[src/rtl/bmorph_pkg.sv]
package bmorph_pkg;

  typedef enum logic {
    OP_ERODE  = 1'b0,
    OP_DILATE = 1'b1
  } morph_op_e;

  localparam int unsigned WIN_ROWS = 3;

  // neutral element of the reduction: 1 for AND, 0 for OR
  function automatic logic pad_value(input morph_op_e op);
    return (op == OP_ERODE);
  endfunction

endpackage

[src/rtl/bmorph_row_extend.sv]
module bmorph_row_extend #(
  parameter int unsigned W = 32
) (
  input  logic         left_px_i,
  input  logic         right_px_i,
  input  logic [W-1:0] word_i,
  input  logic         left_edge_i,
  input  logic         right_edge_i,
  input  logic         row_void_i,
  input  logic         pad_i,
  output logic [W+1:0] ext_o
);

  // ext_o[0] is column -1, ext_o[W+1] is column W
  always_comb begin
    ext_o[0]   = left_edge_i  ? pad_i : left_px_i;
    ext_o[W+1] = right_edge_i ? pad_i : right_px_i;
    ext_o[W:1] = word_i;
    if (row_void_i) begin
      ext_o = {(W+2){pad_i}};
    end
  end

endmodule

[src/rtl/bmorph_vreduce.sv]
module bmorph_vreduce
  import bmorph_pkg::*;
#(
  parameter int unsigned N = 34
) (
  input  morph_op_e      op_i,
  input  logic [N-1:0]   up_i,
  input  logic [N-1:0]   mid_i,
  input  logic [N-1:0]   dn_i,
  output logic [N-1:0]   col_o
);

  for (genvar k = 0; k < N; k++) begin : g_col
    assign col_o[k] = (op_i == OP_DILATE) ? (up_i[k] | mid_i[k] | dn_i[k])
                                          : (up_i[k] & mid_i[k] & dn_i[k]);
  end

endmodule

[src/rtl/bmorph_hreduce.sv]
module bmorph_hreduce
  import bmorph_pkg::*;
#(
  parameter int unsigned W = 32
) (
  input  morph_op_e      op_i,
  input  logic [W+1:0]   col_i,
  output logic [W-1:0]   px_o
);

  for (genvar k = 0; k < W; k++) begin : g_px
    logic [2:0] span;
    assign span    = col_i[k+2:k];
    assign px_o[k] = (op_i == OP_DILATE) ? (|span) : (&span);
  end

endmodule

[src/rtl/bmorph_engine.sv]
module bmorph_engine
  import bmorph_pkg::*;
#(
  parameter int unsigned W = 32
) (
  input  logic         clk,
  input  logic         rst_n,
  input  logic         in_valid,
  input  logic         in_dilate,
  input  logic [W-1:0] row_up,
  input  logic [W-1:0] row_mid,
  input  logic [W-1:0] row_dn,
  input  logic [2:0]   nbr_left,
  input  logic [2:0]   nbr_right,
  input  logic         at_left,
  input  logic         at_right,
  input  logic         at_top,
  input  logic         at_bottom,
  output logic         out_valid,
  output logic [W-1:0] out_word
);

  localparam int unsigned EW = W + 2;

  // ---------------- reset release synchroniser ----------------
  logic [1:0] rst_pipe;
  logic       rst_q_n;

  always_ff @(posedge clk or negedge rst_n) begin
    if (!rst_n) rst_pipe <= 2'b00;
    else        rst_pipe <= {rst_pipe[0], 1'b1};
  end
  assign rst_q_n = rst_pipe[1];

  // ---------------- stage 0: border fill and vertical reduce ----------------
  morph_op_e    op0;
  logic         pad0;
  logic [W-1:0] rows    [WIN_ROWS];
  logic         row_void[WIN_ROWS];
  logic [EW-1:0] ext    [WIN_ROWS];
  logic [EW-1:0] col0;

  assign op0  = morph_op_e'(in_dilate);
  assign pad0 = pad_value(op0);

  assign rows[0]     = row_up;
  assign rows[1]     = row_mid;
  assign rows[2]     = row_dn;
  assign row_void[0] = at_top;
  assign row_void[1] = 1'b0;
  assign row_void[2] = at_bottom;

  for (genvar r = 0; r < WIN_ROWS; r++) begin : g_row
    bmorph_row_extend #(.W(W)) u_ext (
      .left_px_i   (nbr_left[r]),
      .right_px_i  (nbr_right[r]),
      .word_i      (rows[r]),
      .left_edge_i (at_left),
      .right_edge_i(at_right),
      .row_void_i  (row_void[r]),
      .pad_i       (pad0),
      .ext_o       (ext[r])
    );
  end

  bmorph_vreduce #(.N(EW)) u_vred (
    .op_i (op0),
    .up_i (ext[0]),
    .mid_i(ext[1]),
    .dn_i (ext[2]),
    .col_o(col0)
  );

  // ---------------- stage 1 registers ----------------
  logic          s1_valid_q, s1_valid_d;
  logic          s1_load;
  logic [EW-1:0] s1_col_q, s1_col_d;
  morph_op_e     s1_op_q, s1_op_d;

  always_comb begin
    s1_valid_d = in_valid;
    s1_load    = in_valid;
    s1_col_d   = col0;
    s1_op_d    = op0;
  end

  always_ff @(posedge clk or negedge rst_q_n) begin
    if (!rst_q_n) s1_valid_q <= 1'b0;
    else          s1_valid_q <= s1_valid_d;
  end

  always_ff @(posedge clk) begin
    if (s1_load) begin
      s1_col_q <= s1_col_d;
      s1_op_q  <= s1_op_d;
    end
  end

  // ---------------- stage 1: horizontal reduce ----------------
  logic [W-1:0] px1;

  bmorph_hreduce #(.W(W)) u_hred (
    .op_i (s1_op_q),
    .col_i(s1_col_q),
    .px_o (px1)
  );

  // ---------------- output registers ----------------
  logic         o_valid_q, o_valid_d;
  logic         o_load;
  logic [W-1:0] o_word_q, o_word_d;

  always_comb begin
    o_valid_d = s1_valid_q;
    o_load    = s1_valid_q;
    o_word_d  = px1;
  end

  always_ff @(posedge clk or negedge rst_q_n) begin
    if (!rst_q_n) o_valid_q <= 1'b0;
    else          o_valid_q <= o_valid_d;
  end

  always_ff @(posedge clk) begin
    if (o_load) o_word_q <= o_word_d;
  end

  assign out_valid = o_valid_q;
  assign out_word  = o_word_q;

endmodule

[config.mk]
export PLATFORM = sky130hd
export DESIGN_NAME = bmorph_engine
export DESIGN_NICKNAME = d
export VERILOG_FILES = /design/src/rtl/bmorph_pkg.sv /design/src/rtl/bmorph_row_extend.sv /design/src/rtl/bmorph_vreduce.sv /design/src/rtl/bmorph_hreduce.sv /design/src/rtl/bmorph_engine.sv
export SDC_FILE = /design/constraint.sdc
export NUM_CORES = 1
export LEC_CHECK = 0
export ABC_CLOCK_PERIOD_IN_PS = 800
export BUFFER_PORTS_ARGS = -buffer_cell sky130_fd_sc_hd__buf_2
export CORE_MARGIN = 10
export CORE_UTILIZATION = 50
export CTS_CLUSTER_SIZE = 16
export DETAILED_ROUTE_END_ITERATION = 6
export PLACE_DENSITY = 0.8
export SLEW_MARGIN = 10
export SYNTH_ARGS = -nofsm -noshare
export SYNTH_HDL_FRONTEND = slang
export SYNTH_SLANG_ARGS = --single-unit
[constraint.sdc]
create_clock -name clk -period 0.8 [get_ports clk]
set_input_delay 0.04 -clock clk [delete_from_list [all_inputs] [get_ports clk]]
set_output_delay 0.04 -clock clk [all_outputs]
set_load 0.005 [all_outputs]
==> summary.json, run 1 <==
{
  "route": {
    "drt-vias-per-instance": 5.29,
    "wire_per_inst_um": 16.2,
    "first_pass_iters": 5,
    "antenna_violating_nets_post_route": 0,
    "drt_drc_violations_left": 0,
    "initialDrtViolationCount": 269,
    "drt-total-wl_um": 11600,
    "detailroute.via_count": 3797
  },
  "critical_path": {
    "cp_common_cell": "nor2_1",
    "critPathArrivalTime_ns": 1.25,
    "critPathMaxFanout": 26,
    "setup.worst_path.end_class": "register",
    "worst_r2r_path_depth": 4,
    "timing.critical_path.slowest_stage_cell": "edfxtp_1",
    "critPathRequiredTime_ns": 0.89,
    "start_kind": "register",
    "largest_stage_delay_on_the_critical_path_ns": 0.44,
    "crit_chain": "buf_6, o21a_1, nor2_1, nor2_1",
    "timing_worst_setup_path_type": "reg2reg"
  },
  "power_and_ir_drop": {
    "power_frac_clock_pct": 33.6,
    "sw_frac_of_total_pct": 23.9,
    "share_seq_of_total_power_pct": 47.0,
    "internal_power_mw": 7.87,
    "switchingPower_mw": 2.48,
    "power.share.combinational_pct": 19.4,
    "pwr_density_cell_nw_per_um2": 1810,
    "max-vdd-ir-drop_v": 0.00124,
    "power.static_leakage_nw": 2.44,
    "design_power_total_mw": 10.4
  },
  "place": {
    "place.gp.congestion": 0.802,
    "numPortBuffers": 142,
    "placement.setup.worst_slack_ns": -0.324,
    "placedInstanceArea_um2": 5010,
    "dpl.cell_count": 667,
    "detailedPlacementHpwl_um": 8120
  },
  "synth": {
    "mappedNetlistArea_um2": 4050,
    "synthXorXnorAreaFrac_pct": 0,
    "synth_simple_gate_area_share_pct": 14.5,
    "synth-compound-area-share_pct": 27.2,
    "synthesis.yosys.warnings": 0,
    "synth_adder_area_share_pct": 0,
    "largest_family_of_logic_cells_by_synthesized_area": "compound AO/OA/AOI/OAI gates",
    "synth_cell_types": 20,
    "synth.net_count": 537,
    "yosys-mux-area-fraction_pct": 0,
    "post_synth_inst_count": 427,
    "ys_seq_area_share_pct": 52.2,
    "postSynthAreaPerCell_um2": 9.48,
    "postSynthRegisterBits": 71
  },
  "layout": {
    "layout_common_cells": "buf_2 (140), o21ai_1 (70), nor2b_1 (68)",
    "final_util_pct": 73.3,
    "final_common_cell": "buf_2",
    "syn2layout_area_growth_pct": 41.5,
    "final_cell_count_no_fill": 718,
    "num-nets-final": 720,
    "fraction_of_final_layout_cells_sized_beyond_drive_strength_1_pct": 32.4,
    "final_cell_area_um2": 5730
  },
  "sta": {
    "finalWorstSetupSlack_ns": -0.363,
    "finClkSkew_ns": 0.00704,
    "setup-violations-final": 97,
    "rsz0062_at_grt": "yes",
    "post-route-period-util_pct": 145,
    "max_freq_mhz": 860,
    "fin_tns_setup_ns": -15.80,
    "slew_viol_final": 0,
    "timing.hold.ws_ns": 0.0251,
    "time_the_final_worst_path_needs_with_i_o_delays_and_setup_ns": 1.16,
    "hold_violations": 0
  },
  "floorplanning": {
    "chipWidth_um": 110,
    "die-area_um2": 12100,
    "initial_utilization_pct": 51.8,
    "row_count": 32,
    "die_height_um": 110,
    "core_um2": 7810,
    "ioPinCount": 143
  },
  "clock_network": {
    "cts_tree": "built",
    "cts_root_buffer": "clkbuf_8",
    "cts_made_buffers": 9,
    "clk_latency_ns": 0.33,
    "clock_sinks": 71,
    "htree_levels": 3,
    "clock_tree.buffer_depth": 2,
    "path_clk_slew_ns": 0.07
  },
  "job": {
    "max_cap_check_violation_count": 0
  },
  "grt": {
    "number_of_antenna_violations_at_the_first_check_in_global_routing": 0,
    "first_global_vias": 3714,
    "global_route.usage.total_pct": 18.0,
    "grt_overflow_total": 0,
    "grt_first_pass_wirelength_um": 17300,
    "maximum_number_of_pins_on_one_net_before_global_route_repair": 48
  },
  "min_path": {
    "hold_path.class": "reg2async"
  },
  "status": {
    "violated_checks": "setup timing",
    "outcome": "finished with violations"
  }
}
[cell families after synthesis]
kind of cell / Yosys count
AO/OA/AOI/OAI: 192
buffers and inverters: 55
AND/OR/NAND/NOR: 108
other: 1
flip-flops: 71
[path summary, 6_finish.rpt]
path                            slack (ns)           end         from
worst max-delay path                 -0.36  out_word[25]      s1_op_q
worst min-delay path                  0.03        o_load  rst_pipe[1]
worst max register to register       -0.36  out_word[25]      s1_op_q
worst min register to register        0.03        o_load  rst_pipe[1]
max in group asynchronous             0.64        o_load  rst_pipe[1]
min in group clk                      0.03   s1_col_q[8]   row_mid[7]
[critical path, delay by kind of cell, from the launching register on]
kind,cells,cell delay [ns]
buffers and inverters,1,0.20
DFF,1,0.44
AOI/OAI and AO/OA,1,0.12
and+or+nand+nor,2,0.16
[area by class of cell]
| type | count | area, µm² |
|---|---|---|
| clock buffers | 11 | 151 |
| fillers | 568 | 2080 |
| clock inverters | 5 | 104 |
| well taps | 102 | 128 |
| diodes | 1 | 2.50 |
| multi-input cells | 301 | 1730 |
| flip-flops and latches | 71 | 2120 |
| inverters | 27 | 101 |
| repair buffers | 200 | 1400 |
[repair_timing]
action / in CTS / in global routing
pin swaps: 0 / 1
gates cloned: 1 / 3
setup buffers: 2 / 0
resized for setup: 5 / 9
setup endpoints to repair: 98 / 107
endpoints found under the hold margin: 29 / 0
hold buffers: 28 / 0
[registers in the layout, summed over array words and instances, names as in the netlist]
name and count:
o_load 1, out_word 32, s1_col_q 34, s1_op_q 1
out_valid 1, rst_pipe 2
[synth_stat cells (all sizes together)]
cell type,count,area [µm²]
buf,12,80.1
edfxtp,67,2010
nor2,4,15.0
o22a,32,280
a21oi,31,155
o221a,2,22.5
inv,27,101
dfrtp,4,100
clkbuf,16,60.1
o21ai,124,621
conb,1,3.75
o21a,1,7.51
nand2,32,120
nor2b,68,425
nor3,2,10.0
a211oi,2,15.0
nor4b,2,17.5
[power by group through the flow]
| stage | clock network [mW] | logic [mW] | registers [mW] |
|---|---|---|---|
| after global routing | 3.69 | 2.24 | 4.91 |
| after global placement | 0 | 1.69 | 4.94 |
| after floorplan | 0 | 0.948 | 4.91 |
| after detailed placement | 0 | 1.75 | 4.96 |
| after CTS | 3.53 | 1.94 | 4.85 |
| final | 3.48 | 2.01 | 4.86 |
[per-layer routing]
metal | global-route usage (%) | part of all wire (%) | wire (µm) | vias to the layer above
met2 | 29.3 | 49 | 5650 | 164
li1 | - | - | - | 1909
met3 | 4.15 | 7.2 | 841 | 21
met1 | 22.3 | 42 | 4860 | 1703
met5 | 0 | 0 | 0 | -
met4 | 7.81 | 2.4 | 281 | 0
No activity file was read; power rests on OpenSTA's default activity.
==> run 2: changes to the inputs <==
--- a/config.mk
+++ b/config.mk
@@ -5,13 +5,12 @@
 export SDC_FILE = /design/constraint.sdc
 export NUM_CORES = 1
 export LEC_CHECK = 0
-export ABC_CLOCK_PERIOD_IN_PS = 800
+export ABC_CLOCK_PERIOD_IN_PS = 1170
 export BUFFER_PORTS_ARGS = -buffer_cell sky130_fd_sc_hd__buf_2
 export CORE_MARGIN = 10
-export CORE_UTILIZATION = 50
-export CTS_CLUSTER_SIZE = 16
+export CORE_UTILIZATION = 25
+export CTS_CLUSTER_SIZE = 20
 export DETAILED_ROUTE_END_ITERATION = 6
-export PLACE_DENSITY = 0.8
 export SLEW_MARGIN = 10
 export SYNTH_ARGS = -nofsm -noshare
 export SYNTH_HDL_FRONTEND = slang
==> constraint.sdc (replaced) <==
create_clock -name clk -period 1.17 [get_ports clk]
set_input_delay 0.0585 -clock clk [delete_from_list [all_inputs] [get_ports clk]]
set_output_delay 0.0585 -clock clk [all_outputs]
set_load 0.005 [all_outputs]
==> summary.json, run 2 (synthesis results as in run 1) <==
{
  "status": {
    "outcome": "finished with violations",
    "violated_checks": "setup timing"
  },
  "layout": {
    "final_util": {"value": 34.6, "unit": "%", "change": "-39 points"},
    "fraction_of_final_layout_cells_sized_beyond_drive_strength_1": {"value": 33.0, "unit": "%", "change": "+0.68 points"},
    "regMostFlops": "s1_col_q",
    "syn2layout_area_growth_pct": 36.0,
    "final_common_cell": "buf_2",
    "final_cell_count_no_fill": {"value": 789, "change": "+9.9%"},
    "number_of_flip_flops_under_the_largest_register_name": {"value": 34, "change": "unchanged"},
    "layout_common_cells": "buf_2 (142), o21ai_0 (76), nor2b_1 (68)",
    "num-nets-final": {"value": 677, "change": "-6.0%"}
  },
  "clock_network": {
    "cts_root_buffer": "clkbuf_16",
    "cts_made_buffers": {"value": 9, "change": "unchanged"},
    "cts_tree": "built",
    "path_clk_slew": {"value": 0.05, "unit": "ns", "change": "-0.02 ns"},
    "clk_latency": {"value": 0.34, "unit": "ns", "change": "about the same"},
    "htree_levels": {"value": 3, "change": "unchanged"},
    "clock_sinks": {"value": 71, "change": "unchanged"},
    "clock_tree.buffer_depth": {"value": 2, "change": "unchanged"}
  },
  "floorplanning": {
    "row_count": {"value": 46, "change": "+44%"},
    "ioPinCount": {"value": 143, "change": "unchanged"},
    "core": {"value": 15900, "unit": "µm²", "change": "+100%"},
    "die-area": {"value": 21700, "unit": "µm²", "change": "+79%"},
    "die_height": {"value": 147, "unit": "µm", "change": "+34%"},
    "chipWidth": {"value": 147, "unit": "µm", "change": "+34%"},
    "initial_utilization": {"value": 25.5, "unit": "%", "change": "-26 points"}
  },
  "route": {
    "antenna_violating_nets_post_route": {"value": 0, "change": "unchanged"},
    "drt_drc_violations_left": {"value": 0, "change": "unchanged"},
    "drt-vias-per-instance": {"value": 4.56, "change": "-14%"},
    "wire_per_inst": {"value": 15.3, "unit": "µm", "change": "-5.4%"},
    "detailroute.via_count": {"value": 3601, "change": "-5.2%"},
    "drt-total-wl": {"value": 12100, "unit": "µm", "change": "+4.0%"},
    "first_pass_iters": {"value": 7, "change": "+2"},
    "initialDrtViolationCount": {"value": 432, "change": "+61%"}
  },
  "min_path": {
    "hold_path.class": "in2reg",
    "hold-path-cell-count": 3,
    "worstHoldStart": "row_mid[9]",
    "worstHoldEndpoint": "s1_col_q[10]"
  },
  "grt": {
    "global_route.usage.total": {"value": 10.4, "unit": "%", "change": "-7.5 points"},
    "number_of_antenna_violations_at_the_first_check_in_global_routing": {"value": 1, "change": "+1"},
    "grt_overflow_total": {"value": 0, "change": "unchanged"},
    "first_global_vias": {"value": 3516, "change": "-5.3%"},
    "grt_first_pass_wirelength": {"value": 18200, "unit": "µm", "change": "+5.3%"},
    "maximum_number_of_pins_on_one_net_before_global_route_repair": {"value": 63, "change": "+31%"}
  },
  "place": {
    "detailedPlacementHpwl": {"value": 9230, "unit": "µm", "change": "+14%"},
    "placement.setup.worst_slack": {"value": 0.0104, "unit": "ns", "change": "+0.335 ns"},
    "dpl.cell_count": {"value": 766, "change": "+15%"},
    "place.gp.congestion": {"value": 0.852, "change": "+6.3%"},
    "numPortBuffers": {"value": 142, "change": "unchanged"}
  },
  "sta": {
    "time_the_final_worst_path_needs_with_i_o_delays_and_setup": {"value": 1.19, "unit": "ns", "change": "+0.0277 ns"},
    "setup-violations-final": {"value": 2, "change": "-98%"},
    "finClkSkew": {"value": 0.00687, "unit": "ns", "change": "-0.000167 ns"},
    "max_freq": {"value": 840, "unit": "MHz", "change": "-2.3%"},
    "post-route-period-util": {"value": 102, "unit": "%", "change": "-44 points"},
    "timing.hold.ws": {"value": 0.00575, "unit": "ns", "change": "-0.0194 ns"},
    "finalWorstSetupSlack": {"value": -0.0207, "unit": "ns", "change": "+0.342 ns"},
    "slew_viol_final": {"value": 0, "change": "unchanged"},
    "hold_violations": {"value": 0, "change": "unchanged"},
    "rsz0062_at_grt": "yes"
  },
  "critical_path": {
    "critPathMaxFanout": {"value": 16, "change": "-38%"},
    "critPathArrivalTime": {"value": 1.27, "unit": "ns", "change": "+0.02 ns"},
    "r2r_slack": {"value": -0.02, "unit": "ns", "change": "+0.34 ns"},
    "setup.worst_path.end_class": "register",
    "worst_r2r_path_depth": {"value": 4, "change": "unchanged"},
    "critical_path.reg2reg.startpoint": "s1_op_q",
    "start_kind": "register",
    "timing.rr.end": "out_word[30]",
    "timing_worst_setup_path_type": "reg2reg",
    "critPathRequiredTime": {"value": 1.25, "unit": "ns", "change": "+0.36 ns"}
  },
  "power_and_ir_drop": {
    "power.static_leakage": {"value": 2.25, "unit": "nW", "change": "-7.8%"},
    "design_power_total": {"value": 7.26, "unit": "mW", "change": "-30%"},
    "pwr_density_cell": {"value": 1320, "unit": "nW/µm²", "change": "-27%"},
    "max-vdd-ir-drop": {"value": 0.000653, "unit": "V", "change": "-47%"}
  },
  "job": {
    "max_cap_check_violation_count": {"value": 0, "change": "unchanged"}
  }
}
[run 2: layout make-up]
| class | count | area (µm²) |
|---|---|---|
| Tap cell | 216 | 270 |
| Antenna cell | 1 | 2.50 |
| Clock buffer | 10 | 229 |
| Sequential cell | 71 | 2110 |
| Fill cell | 1634 | 10400 |
| Clock inverter | 6 | 62.6 |
| Multi-Input combinational cell | 301 | 1750 |
| Timing Repair Buffer | 157 | 973 |
| Inverter | 27 | 101 |
[run 2: worst max-delay path by stage]
stage                       start           end  slack (ns)  cells after the start
after floorplan           s1_op_q  out_word[24]        0.05                      4
after global placement    s1_op_q  out_word[24]        0.05                      4
after detailed placement   at_top  s1_col_q[33]        0.01                      5
after CTS                 s1_op_q  out_word[21]        0.01                      3
after global routing      s1_op_q  out_word[30]       -0.09                      4
final                     s1_op_q  out_word[30]       -0.02                      4
[run 2: through the flow]
stage	TNS [ns]	instance area, µm²
global route	-0.494	5500
detailed placement	0	5040
finish	-0.0289	5500
CTS	0	5350
global placement	0	5040
floorplan	0	4050
[run 2: worst max-delay path: stages (launching register included)]
cell	delay [ns]
edfxtp_1	0.37
buf_6	0.16
clkbuf_16	0.18
a21oi_1	0.14
o21ai_1	0.08
[run 2: timing repair]
action                                  CTS  global route
buffers inserted                          0             1
endpoints found under the hold margin     2             0
hold buffers                              1             0
endpoints found under the setup margin    0            14
resized for setup                         0            46
[run 2: layer usage]
| layer | GRT usage (%) | part of all wire (%) | up-vias |
|---|---|---|---|
| met3 | 3.29 | 5.4 | 14 |
| met1 | 12.8 | 45 | 1663 |
| met2 | 16.8 | 48 | 104 |
| li1 | - | - | 1820 |
| met5 | 0 | 0 | - |
| met4 | 3.91 | 1.8 | 0 |
[run 2: where the power goes]
group          switching (mW)  internal [mW]  total, mW  leakage [nW]
combinational           0.640          0.633       1.27          1.40
sequential              0.217           3.14       3.36         0.703
clock                   0.986           1.64       2.63         0.146
